$ cat src/rtl/aps_pkg.sv
package aps_pkg;

    localparam int APS_W   = 13;
    localparam int CFG_W   = 4;

    typedef enum logic [1:0] {
        PS_EMPTY = 2'd0,
        PS_RUN   = 2'd1,
        PS_HELD  = 2'd2
    } run_state_e;

    function automatic logic [CFG_W-1:0] eff_thr(input logic [CFG_W-1:0] cfg);
        return (cfg == '0) ? CFG_W'(1) : cfg;
    endfunction

endpackage

$ cat src/rtl/aps_persist.sv
module aps_persist
    import aps_pkg::*;
#(
    parameter int VAL_W = APS_W,
    parameter int CNT_W = CFG_W
) (
    input  logic             clk,
    input  logic             rst_n,
    input  logic             clr_i,
    input  logic             stb_i,
    input  logic [VAL_W-1:0] val_i,
    input  logic [CNT_W-1:0] thr_i,
    output logic             met_o
);

    localparam logic [CNT_W-1:0] RUN_MAX = '1;
    localparam logic [CNT_W-1:0] RUN_ONE = CNT_W'(1);

    run_state_e       state_q, state_d;
    logic [CNT_W-1:0] run_q, run_d;
    logic [VAL_W-1:0] prev_q;
    logic [CNT_W-1:0] thr_eff;
    logic             same;
    logic             take;

    assign thr_eff = (thr_i == '0) ? RUN_ONE : thr_i;
    assign same    = (val_i == prev_q);
    assign take    = stb_i && !clr_i;

    // state register
    always_ff @(posedge clk) begin
        if (!rst_n) begin
            state_q <= PS_EMPTY;
            run_q   <= '0;
            prev_q  <= '0;
        end else begin
            state_q <= state_d;
            run_q   <= run_d;
            if (take) prev_q <= val_i;
        end
    end

    // next state and run length
    always_comb begin
        state_d = state_q;
        run_d   = run_q;
        if (clr_i) begin
            state_d = PS_EMPTY;
            run_d   = '0;
        end else if (stb_i) begin
            unique case (state_q)
                PS_EMPTY: run_d = RUN_ONE;
                PS_RUN,
                PS_HELD: begin
                    if (!same)                run_d = RUN_ONE;
                    else if (run_q != RUN_MAX) run_d = run_q + RUN_ONE;
                    else                       run_d = run_q;
                end
                default: run_d = RUN_ONE;
            endcase
            state_d = (run_d >= thr_eff) ? PS_HELD : PS_RUN;
        end
    end

    // outputs
    always_comb begin
        met_o = 1'b0;
        if (take) begin
            unique case (state_d)
                PS_HELD:  met_o = 1'b1;
                PS_RUN,
                PS_EMPTY: met_o = 1'b0;
                default:  met_o = 1'b0;
            endcase
        end
    end

    a_r6_run_cleared: assert property (@(posedge clk) disable iff (!rst_n)
        clr_i |=> (run_q == '0 && state_q == PS_EMPTY));

    a_r9_restart_at_one: assert property (@(posedge clk) disable iff (!rst_n)
        (take && state_q != PS_EMPTY && val_i != prev_q) |=> (run_q == RUN_ONE));

    a_r8_zero_thr_accepts: assert property (@(posedge clk) disable iff (!rst_n)
        (take && thr_i == '0) |-> met_o);

endmodule

$ cat src/rtl/aps_babble.sv
module aps_babble
    import aps_pkg::*;
#(
    parameter int CNT_W = CFG_W
) (
    input  logic             clk,
    input  logic             rst_n,
    input  logic             clr_i,
    input  logic             stb_i,
    input  logic             met_i,
    input  logic [CNT_W-1:0] lim_i,
    output logic             hit_o
);

    localparam logic [CNT_W-1:0] BC_MAX = '1;
    localparam logic [CNT_W-1:0] BC_ONE = CNT_W'(1);

    logic [CNT_W-1:0] cnt_q, cnt_d;
    logic [CNT_W-1:0] lim_eff;
    logic             inc;

    assign lim_eff = (lim_i == '0) ? BC_ONE : lim_i;
    assign inc     = stb_i && !clr_i && !met_i && (cnt_q != BC_MAX);

    always_comb begin
        cnt_d = cnt_q;
        if (clr_i)                cnt_d = '0;
        else if (stb_i && met_i)  cnt_d = '0;
        else if (inc)             cnt_d = cnt_q + BC_ONE;
    end

    always_ff @(posedge clk) begin
        if (!rst_n) cnt_q <= '0;
        else        cnt_q <= cnt_d;
    end

    assign hit_o = inc && (cnt_d == lim_eff);

    a_r6_babble_cleared: assert property (@(posedge clk) disable iff (!rst_n)
        clr_i |=> (cnt_q == '0));

    a_r5_met_zeroes: assert property (@(posedge clk) disable iff (!rst_n)
        (stb_i && met_i) |=> (cnt_q == '0));

    a_r5_hit_on_frame: assert property (@(posedge clk) disable iff (!rst_n)
        hit_o |-> (stb_i && !met_i));

endmodule

$ cat src/rtl/aps_flags.sv
module aps_flags
    import aps_pkg::*;
#(
    parameter int VAL_W = APS_W
) (
    input  logic             clk,
    input  logic             rst_n,
    input  logic             met_i,
    input  logic [VAL_W-1:0] val_i,
    input  logic             hit_i,
    input  logic             delta_clr_i,
    input  logic             babble_clr_i,
    input  logic             delta_mask_i,
    input  logic             babble_mask_i,
    output logic [VAL_W-1:0] status_o,
    output logic             delta_o,
    output logic             babble_o,
    output logic             aps_irq_o,
    output logic             dev_irq_o
);

    logic [VAL_W-1:0] status_q;
    logic             delta_q, babble_q;
    logic             upd;

    assign upd = met_i && (val_i != status_q);

    always_ff @(posedge clk) begin
        if (!rst_n) begin
            status_q <= '0;
            delta_q  <= 1'b0;
            babble_q <= 1'b0;
        end else begin
            if (upd) status_q <= val_i;
            delta_q  <= upd   | (delta_q  & ~delta_clr_i);
            babble_q <= hit_i | (babble_q & ~babble_clr_i);
        end
    end

    assign status_o  = status_q;
    assign delta_o   = delta_q;
    assign babble_o  = babble_q;
    assign aps_irq_o = delta_q & ~delta_mask_i;
    assign dev_irq_o = aps_irq_o | (babble_q & ~babble_mask_i);

    a_r3_change_sets_delta: assert property (@(posedge clk) disable iff (!rst_n)
        !$stable(status_q) |-> delta_q);

    a_r2_change_needs_accept: assert property (@(posedge clk) disable iff (!rst_n)
        !$stable(status_q) |-> $past(met_i));

    a_r7_delta_sticky: assert property (@(posedge clk) disable iff (!rst_n)
        ($past(delta_q) && !$past(delta_clr_i)) |-> delta_q);

    a_r7_babble_sticky: assert property (@(posedge clk) disable iff (!rst_n)
        ($past(babble_q) && !$past(babble_clr_i)) |-> babble_q);

endmodule

$ cat src/rtl/aps_monitor.sv
module aps_monitor
    import aps_pkg::*;
#(
    parameter int VAL_W = APS_W,
    parameter int CNT_W = CFG_W
) (
    input  logic             clk,
    input  logic             rst_n,
    input  logic             frame_stb,
    input  logic [7:0]       k1_byte,
    input  logic [7:0]       k2_byte,
    input  logic             oof,
    input  logic             b1_err,
    input  logic [CNT_W-1:0] persist_cfg,
    input  logic [CNT_W-1:0] babble_cfg,
    input  logic             delta_mask,
    input  logic             babble_mask,
    input  logic             delta_clr,
    input  logic             babble_clr,
    output logic [VAL_W-1:0] aps_status,
    output logic             delta_evt,
    output logic             babble_evt,
    output logic             aps_irq,
    output logic             dev_irq
);

    logic [VAL_W-1:0] cand;
    logic             frame_clr;
    logic             met;
    logic             hit;
    logic             unused_k2;

    assign cand      = VAL_W'({k1_byte, k2_byte[7:3]});
    assign frame_clr = oof | b1_err;
    assign unused_k2 = ^k2_byte[2:0];

    aps_persist #(.VAL_W(VAL_W), .CNT_W(CNT_W)) u_persist (
        .clk   (clk),
        .rst_n (rst_n),
        .clr_i (frame_clr),
        .stb_i (frame_stb),
        .val_i (cand),
        .thr_i (persist_cfg),
        .met_o (met)
    );

    aps_babble #(.CNT_W(CNT_W)) u_babble (
        .clk   (clk),
        .rst_n (rst_n),
        .clr_i (frame_clr),
        .stb_i (frame_stb),
        .met_i (met),
        .lim_i (babble_cfg),
        .hit_o (hit)
    );

    aps_flags #(.VAL_W(VAL_W)) u_flags (
        .clk           (clk),
        .rst_n         (rst_n),
        .met_i         (met),
        .val_i         (cand),
        .hit_i         (hit),
        .delta_clr_i   (delta_clr),
        .babble_clr_i  (babble_clr),
        .delta_mask_i  (delta_mask),
        .babble_mask_i (babble_mask),
        .status_o      (aps_status),
        .delta_o       (delta_evt),
        .babble_o      (babble_evt),
        .aps_irq_o     (aps_irq),
        .dev_irq_o     (dev_irq)
    );

    a_r6_frame_dropped: assert property (@(posedge clk) disable iff (!rst_n)
        (frame_clr && frame_stb) |=> $stable(aps_status));

endmodule

$ cat config.mk
export PLATFORM = sky130hd
export DESIGN_NAME = aps_monitor
export DESIGN_NICKNAME = d
export VERILOG_FILES = /design/src/rtl/aps_pkg.sv /design/src/rtl/aps_persist.sv /design/src/rtl/aps_babble.sv /design/src/rtl/aps_flags.sv /design/src/rtl/aps_monitor.sv
export SDC_FILE = /design/constraint.sdc
export NUM_CORES = 1
export LEC_CHECK = 0
export ABC_AREA = 1
export CAP_MARGIN = 20
export CORE_UTILIZATION = 46
export DETAILED_ROUTE_END_ITERATION = 7
export PLACE_DENSITY_LB_ADDON = 0.12
export SKIP_CTS_REPAIR_TIMING = 1
export SKIP_LAST_GASP = 1
export SYNTH_ARGS = -nofsm -noshare
export SYNTH_HDL_FRONTEND = slang
export SYNTH_SLANG_ARGS = --single-unit
$ cat constraint.sdc
create_clock -name clk -period 2.8 [get_ports clk]
set_input_delay 0.56 -clock clk [delete_from_list [all_inputs] [get_ports clk]]
set_output_delay 0.56 -clock clk [all_outputs]
set_load 0.01 [all_outputs]
Word-level counts from Yosys, hierarchy flattened
Cells that the tools add are included.
- register bits after elaboration: 38
- output and inout bits: 17
- add/sub/neg operators: 2
- reduce and logical (&&, ||, !) cells: 12
- bitwise operators: 13
- multiplexer cells: 15
- magnitude comparators: 1
- equality and inequality tests: 8
- operators by type and width (cell ; number):
    $mux W4 ; 10
    $eq A13 B13 Y1 ; 1
    $ne A13 B13 Y1 ; 1
    $add A4 B1 Y4 const B ; 2
    $logic_not A4 Y1 ; 2
    $ne A4 B4 Y1 const B ; 2
    $logic_and A1 B1 Y1 ; 6
    $mux W2 ; 3
    $not A1 Y1 ; 5
    $and A1 B1 Y1 ; 4
    $eq A2 B2 Y1 const B ; 2
    $eq A4 B4 Y1 ; 1
    $ge A4 B4 Y1 ; 1
    $or A1 B1 Y1 ; 4
    $reduce_or A2 Y1 ; 2
    $eq A2 B1 Y1 const B ; 1
    $logic_not A1 Y1 ; 2
    $mux W1 ; 2

Depth between registers and ports, before layout
- depth in word-level cells: 22
- depth in mapped cells: 22
- mapped depth without buffers: 22

Modules after synthesis
From an unflattened synthesis, not the netlist that was laid out.
- cell total of the unflattened synthesis: 401
- area total of the unflattened synthesis: 2498.6 µm²
- by module, submodules not included (module ; cells an instance ; times used ; area each (µm²)):
    aps_persist ; 183 ; 1 ; 1197.4
    aps_flags ; 153 ; 1 ; 928.4
    aps_babble ; 62 ; 1 ; 361.6
    aps_monitor ; 3 ; 1 ; 11.3

Least setup slack after synthesis
OpenSTA, ideal clock, no wires.
- kind: in2reg
- from: input k2_byte[5]
- to: register u_flags.babble_q, in the netlist u_flags.babble_o
- path slack: 95 ps
- arrival time: 2639 ps
- buffers on the path: 0
- stages on the path: 19
- cells stage by stage: xnor2_1 inv_1 nor3_1 nand3_1 nor4_1 nand3_1 nor3_1 ha_1 nand2_1 inv_1 nand2_1 nand3_1 a21oi_4 nand3_1 nand2_1 nand2_1 nor2_1 nand2_1 a21oi_2
- word-level cells in the longest chain between the ends: 21
- RTL lines (what ; RTL line ; RTL):
    start, declared ; aps_monitor.sv:11 ; input logic [7:0] k2_byte,
    $eq A13 B13 Y1 (*) ; aps_persist.sv:27 ; assign same = (val_i == prev_q);
    $mux W4 (*) ; aps_persist.sv:55 ; if (!same) run_d = RUN_ONE;
    $mux W4 (*) ; aps_persist.sv:51 ; unique case (state_q)
    $mux W4 (*) ; aps_persist.sv:50 ; end else if (stb_i) begin
    $mux W4 (*) ; aps_persist.sv:47 ; if (clr_i) begin
    $ge A4 B4 Y1 (*) ; aps_persist.sv:61 ; state_d = (run_d >= thr_eff) ? PS_HELD : PS_RUN;
    $mux W2 (*) ; aps_persist.sv:61 ;
    $mux W2 (*) ; aps_persist.sv:50 ;
    (+4 left out) ; n/a ;
    $logic_not A1 Y1 ; aps_babble.sv:23 ; assign inc = stb_i && !clr_i && !met_i && (cnt_q != BC_MAX);
    $logic_and A1 B1 Y1 (2 in a row) ; aps_babble.sv:23 ;
    $mux W4 ; aps_babble.sv:29 ; else if (inc) cnt_d = cnt_q + BC_ONE;
    $mux W4 ; aps_babble.sv:28 ; else if (stb_i && met_i) cnt_d = '0;
    $mux W4 ; aps_babble.sv:27 ; if (clr_i) cnt_d = '0;
    $eq A4 B4 Y1 ; aps_babble.sv:37 ; assign hit_o = inc && (cnt_d == lim_eff);
    $logic_and A1 B1 Y1 (*) ; aps_babble.sv:37 ;
    $or A1 B1 Y1 (*) ; aps_flags.sv:36 ; babble_q <= hit_i | (babble_q & ~babble_clr_i);
    end signal, assigned ; aps_flags.sv:36 ;
    end, declared ; aps_flags.sv:23 ; logic delta_q, babble_q;
Every way passes the cells marked *; elsewhere a longest branch is shown, timed or not. The select of a mux whose other input is x is not followed.
A chain may end at the register's enable or synchronous reset.

Final worst setup path
- from: input k1_byte[5]
- to: register u_flags.babble_q, in the netlist u_flags.babble_o
- word-level cells in the longest chain between the ends: 21
- RTL lines (what ; RTL line ; RTL):
    start, declared ; aps_monitor.sv:10 ; input logic [7:0] k1_byte,
    $eq A13 B13 Y1 (*) ; aps_persist.sv:27 ;
    $mux W4 (*) ; aps_persist.sv:55 ;
    $mux W4 (*) ; aps_persist.sv:51 ;
    $mux W4 (*) ; aps_persist.sv:50 ;
    $mux W4 (*) ; aps_persist.sv:47 ;
    $ge A4 B4 Y1 (*) ; aps_persist.sv:61 ;
    $mux W2 (*) ; aps_persist.sv:61 ;
    $mux W2 (*) ; aps_persist.sv:50 ;
    (+4 left out) ; n/a ;
    $logic_not A1 Y1 ; aps_babble.sv:23 ;
    $logic_and A1 B1 Y1 (2 in a row) ; aps_babble.sv:23 ;
    $mux W4 ; aps_babble.sv:29 ;
    $mux W4 ; aps_babble.sv:28 ;
    $mux W4 ; aps_babble.sv:27 ;
    $eq A4 B4 Y1 ; aps_babble.sv:37 ;
    $logic_and A1 B1 Y1 (*) ; aps_babble.sv:37 ;
    $or A1 B1 Y1 (*) ; aps_flags.sv:36 ;
Marks and branches as above.

==> flow_summary.rst <==
.. list-table::
   :header-rows: 1

   * - Metric
     - Value
   * - Status
     - finished, violations left
   * - Violations in the final reports
     - setup timing
   * - Hold/Removal Path Class
     - reg2reg
   * - Portion of total power attributed to sequential cells
     - 44.4%
   * - Maximum buffer depth of the clock tree
     - 2
   * - Type of element launching the critical path
     - primary input
   * - Share of the core filled with cells in the final layout
     - 71.5%
   * - Clock sink count
     - 38
   * - Max-cap violation count
     - 0
   * - Async set or reset register ratio after synthesis
     - 0%
   * - Maximum number of pins on one net before global-route repair
     - 27
   * - Number of global-route vias before repair
     - 2149
   * - Post-synth EDFFs
     - 0
   * - Final setup skew
     - 4.67 ps
   * - Netlist Area Pre-Place
     - 0.00226 sq mm
   * - Origin of the critical flop-to-flop path
     - u_persist.prev_q[2]
   * - Antenna cell count
     - 0
   * - Root buf cell
     - sky130_fd_sc_hd__clkbuf_8
   * - Overflow left after global routing
     - 0
   * - Worst-path clk slew
     - 70 ps
   * - Row count
     - 25
   * - Slew at the pin with the worst max-slew slack
     - 468 ps
   * - WL per Instance
     - 12.1 um
   * - Initial core utilization
     - 47.9%
   * - Remaining DRCs
     - 0
   * - Net Sw Power
     - 0.000340 W
   * - Via density
     - 4.99
   * - Nets in the synthesized netlist
     - 369
   * - Total vias in the final route
     - 2402
   * - Number of antenna violations at the first check in global routing
     - 0
   * - Peak VDD IR
     - 0.278 mV
   * - Area growth syn-to-layout
     - 49.3%
   * - RD Place Congestion
     - 0.788
   * - Number of endpoints failing setup at the final stage
     - 19
   * - Clock Power Share
     - 35.3%
   * - Total chip power
     - 0.00130 W
   * - Share of total power in combinational logic
     - 20.3%
   * - Register-to-Register Setup Slack
     - -220 ps
   * - Worst Setup Slack, final
     - -275 ps
   * - Average size of a mapped cell
     - 6.86 sq um
   * - Skew-Pair Late Insertion Delay
     - 290 ps
   * - Width of the chip
     - 72.1 um
   * - Stages on the worst setup path
     - 17
   * - Most used flip-flop cell after synthesis
     - sky130_fd_sc_hd__dfxtp_1
   * - Critical-path top delay cell
     - sky130_fd_sc_hd__clkdlybuf4s50_1
   * - Worst-case headroom to the max-slew limit
     - 68.5%
   * - Delay contributed by the slowest stage of the critical path
     - 460 ps
   * - Number of cells traversed by the worst register-to-register path
     - 19
   * - Count of input and output buffers
     - 46
   * - Critical Path AT
     - 3300 ps
   * - Sequential element share of the synthesized area
     - 33.6%
   * - Warning count from the yosys run
     - 0
   * - Ports
     - 50
   * - Data required time of the worst path
     - 3030 ps
   * - Max-slew violations
     - 0
   * - Die height
     - 72.1 um
   * - Cell with the most instances on the worst path
     - sky130_fd_sc_hd__nand2_1
   * - Leakage component of the power
     - 1.54 nW
   * - Number of buffers inserted during clock tree synthesis
     - 5
   * - DR pass1 iterations
     - 4
   * - Fin. Hold Viols
     - 0
   * - Max Clk Rate
     - 325 MHz
   * - Total power density per cell area
     - 384 mW/mm^2
   * - DRT iter0 DRCs
     - 117
   * - DIE AREA
     - 0.00520 sq mm
   * - Total Nets Final
     - 452
   * - Worst Path Max Fanout
     - 7
   * - Crit. End Element
     - flip-flop
   * - Count of buffering cells on the critical path with inverters included
     - 2
   * - Share of post-route cells with drive strength above 1
     - 21.3%
   * - Drt total wl
     - 5.84 mm
   * - Worst path cell trace
     - clkdlybuf4s50_1 -> xor2_1 -> nor4_2 -> nand3_2 -> nor3_2 -> ha_1 -> nand2_1 -> inv_2 -> nand2_2 -> nand3_2 -> a21oi_4 -> nand3_2 -> nand2_1 -> nand2_1 -> nor2_1 -> nand2_1 -> a21oi_2
   * - Number of H-tree levels
     - 2
   * - Area of the core region
     - 0.00472 sq mm
   * - Number of flip-flops and latches in the synthesized netlist
     - 38
   * - Setup repair after global routing missed its margin
     - yes
   * - Timing startpoint of the critical path
     - k1_byte[5]
   * - Number of cells produced by synthesis
     - 330
   * - Cell family with the largest share of critical-path delay
     - simple AND/OR/NAND/NOR gates
   * - Capture point of the worst path
     - u_flags.babble_o
   * - Wire length of the first global-routing pass
     - 9.29 mm
   * - Detailed Place HPWL
     - 4.14 mm
   * - Switching fraction of total power
     - 26.2%
   * - Worst Hold Margin
     - 490 ps
   * - Number of nets still failing antenna checks after routing
     - 0
   * - Crit path kind
     - in2reg
   * - Internal power
     - 0.000957 W
   * - Yosys cell types
     - 31
   * - Overall Global Routing Usage
     - 22.7%
   * - Final min period
     - 3080 ps
   * - Crit Reg-Reg Endpoint
     - u_flags.babble_o
   * - CTS tree
     - built
   * - Final critical-path share of the clock period
     - 110%
worst min path at each step:
stage | from | endpoint | slack (ps) | cells past startpoint
finish | u_flags.status_o[4] | u_flags.status_o[4] | 490 | 2
global route | u_persist.run_q[3] | u_persist.run_q[3] | 510 | 2
detailed placement | u_persist.run_q[3] | u_persist.run_q[3] | 480 | 2
global placement | u_persist.state_q[0] | u_persist.state_q[0] | 470 | 2
CTS | u_persist.run_q[3] | u_persist.run_q[3] | 490 | 2
floorplan | u_persist.state_q[0] | u_persist.state_q[0] | 460 | 2
tightest hold or removal path, delay by kind of cell (launching register included):
kind	cells	cell delay [ps]
AOI/OAI and AO/OA	1	50
buffers and inverters	1	70
DFF	1	330
power by group through the flow:
| stage | sequential (W) | clock (W) | combinational [W] |
|---|---|---|---|
| floorplan | 0.000587 | 0 | 0.000112 |
| global placement | 0.000585 | 0 | 0.000229 |
| detailed placement | 0.000586 | 0 | 0.000232 |
| CTS | 0.000573 | 0.000470 | 0.000233 |
| global route | 0.000578 | 0.000493 | 0.000286 |
| finish | 0.000576 | 0.000458 | 0.000263 |
final cells by class:
type	instances	area, sq um
Inverter	50	193
Fill cell	373	1340
Tap cell	67	83.8
Clock inverter	3	40.0
Multi-Input combinational cell	236	1430
Clock buffer	5	68.8
Sequential cell	38	762
Timing Repair Buffer	82	807
routing by layer:
| metal | vias up | GRT usage, % | share of wire, % |
|---|---|---|---|
| met1 | 1112 | 30.0 | 46 |
| li1 | 1230 | - | - |
| met4 | 0 | 7.84 | 0.93 |
| met2 | 53 | 37.4 | 49 |
| met5 | - | 0 | 0 |
| met3 | 7 | 4.03 | 3.9 |
cell usage in the layout, fill, tap and decap left out, drive strengths merged:
cell type	Yosys	routed
dlymetal6s2s	0	10
bufinv	0	1
ha	6	6
xnor2	9	9
nand4	10	10
clkinv	0	2
nand3	15	15
a31o	1	1
nor3	7	7
buf	2	36
a21oi	21	21
or2	4	4
clkbuf	4	6
a31oi	3	3
nor3b	1	1
nand3b	2	2
dfxtp	38	38
nor2	70	70
o22ai	1	1
inv	50	50
xor2	11	11
clkdlybuf4s50	0	35
nand2	40	40
nor4	5	5
o21ai	30	30
registers in the layout, summed over array words and instances (netlist names):
register           cells
u_persist.state_q      2
u_flags.delta_o        1
u_persist.prev_q      13
u_babble.cnt_q         4
u_persist.run_q        4
u_flags.babble_o       1
u_flags.status_o      13
Yosys cell counts (2+ instances only):
master / number / area, sq um
sky130_fd_sc_hd__nor2_1: 69 / 259
sky130_fd_sc_hd__inv_1: 48 / 180
sky130_fd_sc_hd__dfxtp_1: 38 / 761
sky130_fd_sc_hd__nand2_1: 38 / 143
sky130_fd_sc_hd__o21ai_0: 28 / 140
sky130_fd_sc_hd__a21oi_1: 16 / 80.1
sky130_fd_sc_hd__nand3_1: 14 / 70.1
sky130_fd_sc_hd__xor2_1: 11 / 96.3
sky130_fd_sc_hd__nand4_1: 9 / 56.3
sky130_fd_sc_hd__xnor2_1: 9 / 78.8
sky130_fd_sc_hd__nor3_1: 7 / 35.0
sky130_fd_sc_hd__ha_1: 6 / 75.1
sky130_fd_sc_hd__nor4_1: 5 / 31.3
sky130_fd_sc_hd__clkbuf_1: 4 / 15.0
sky130_fd_sc_hd__a21oi_2: 3 / 26.3
sky130_fd_sc_hd__a31oi_1: 3 / 18.8
sky130_fd_sc_hd__or2_2: 3 / 18.8
sky130_fd_sc_hd__a21oi_4: 2 / 32.5
sky130_fd_sc_hd__inv_2: 2 / 7.51
sky130_fd_sc_hd__nand2_2: 2 / 12.5
sky130_fd_sc_hd__nand3b_1: 2 / 15.0
sky130_fd_sc_hd__o21ai_1: 2 / 10.0
kinds of logic after synthesis:
| logic type | share of synthesized area, % |
|---|---|
| xor+xnor | 7.74 |
| simple gates | 31.3 |
| compound gates | 14.3 |
| fa+ha+maj | 3.32 |
| buf+inv | 9.78 |
| flops | 33.6 |
per-stage QoR:
step / setup TNS (ps) / instance area (sq um) / instances / setup slack, ps
finish: -3410 / 3380 / 481 / -275
floorplan: 0 / 2260 / 330 / 95.3
global placement: -12310 / 3000 / 466 / -714
global route: -7020 / 3380 / 481 / -486
detailed placement: -13300 / 3000 / 466 / -818
CTS: -7050 / 3110 / 474 / -530
Note: power is estimated with default switching activity, not from simulation.
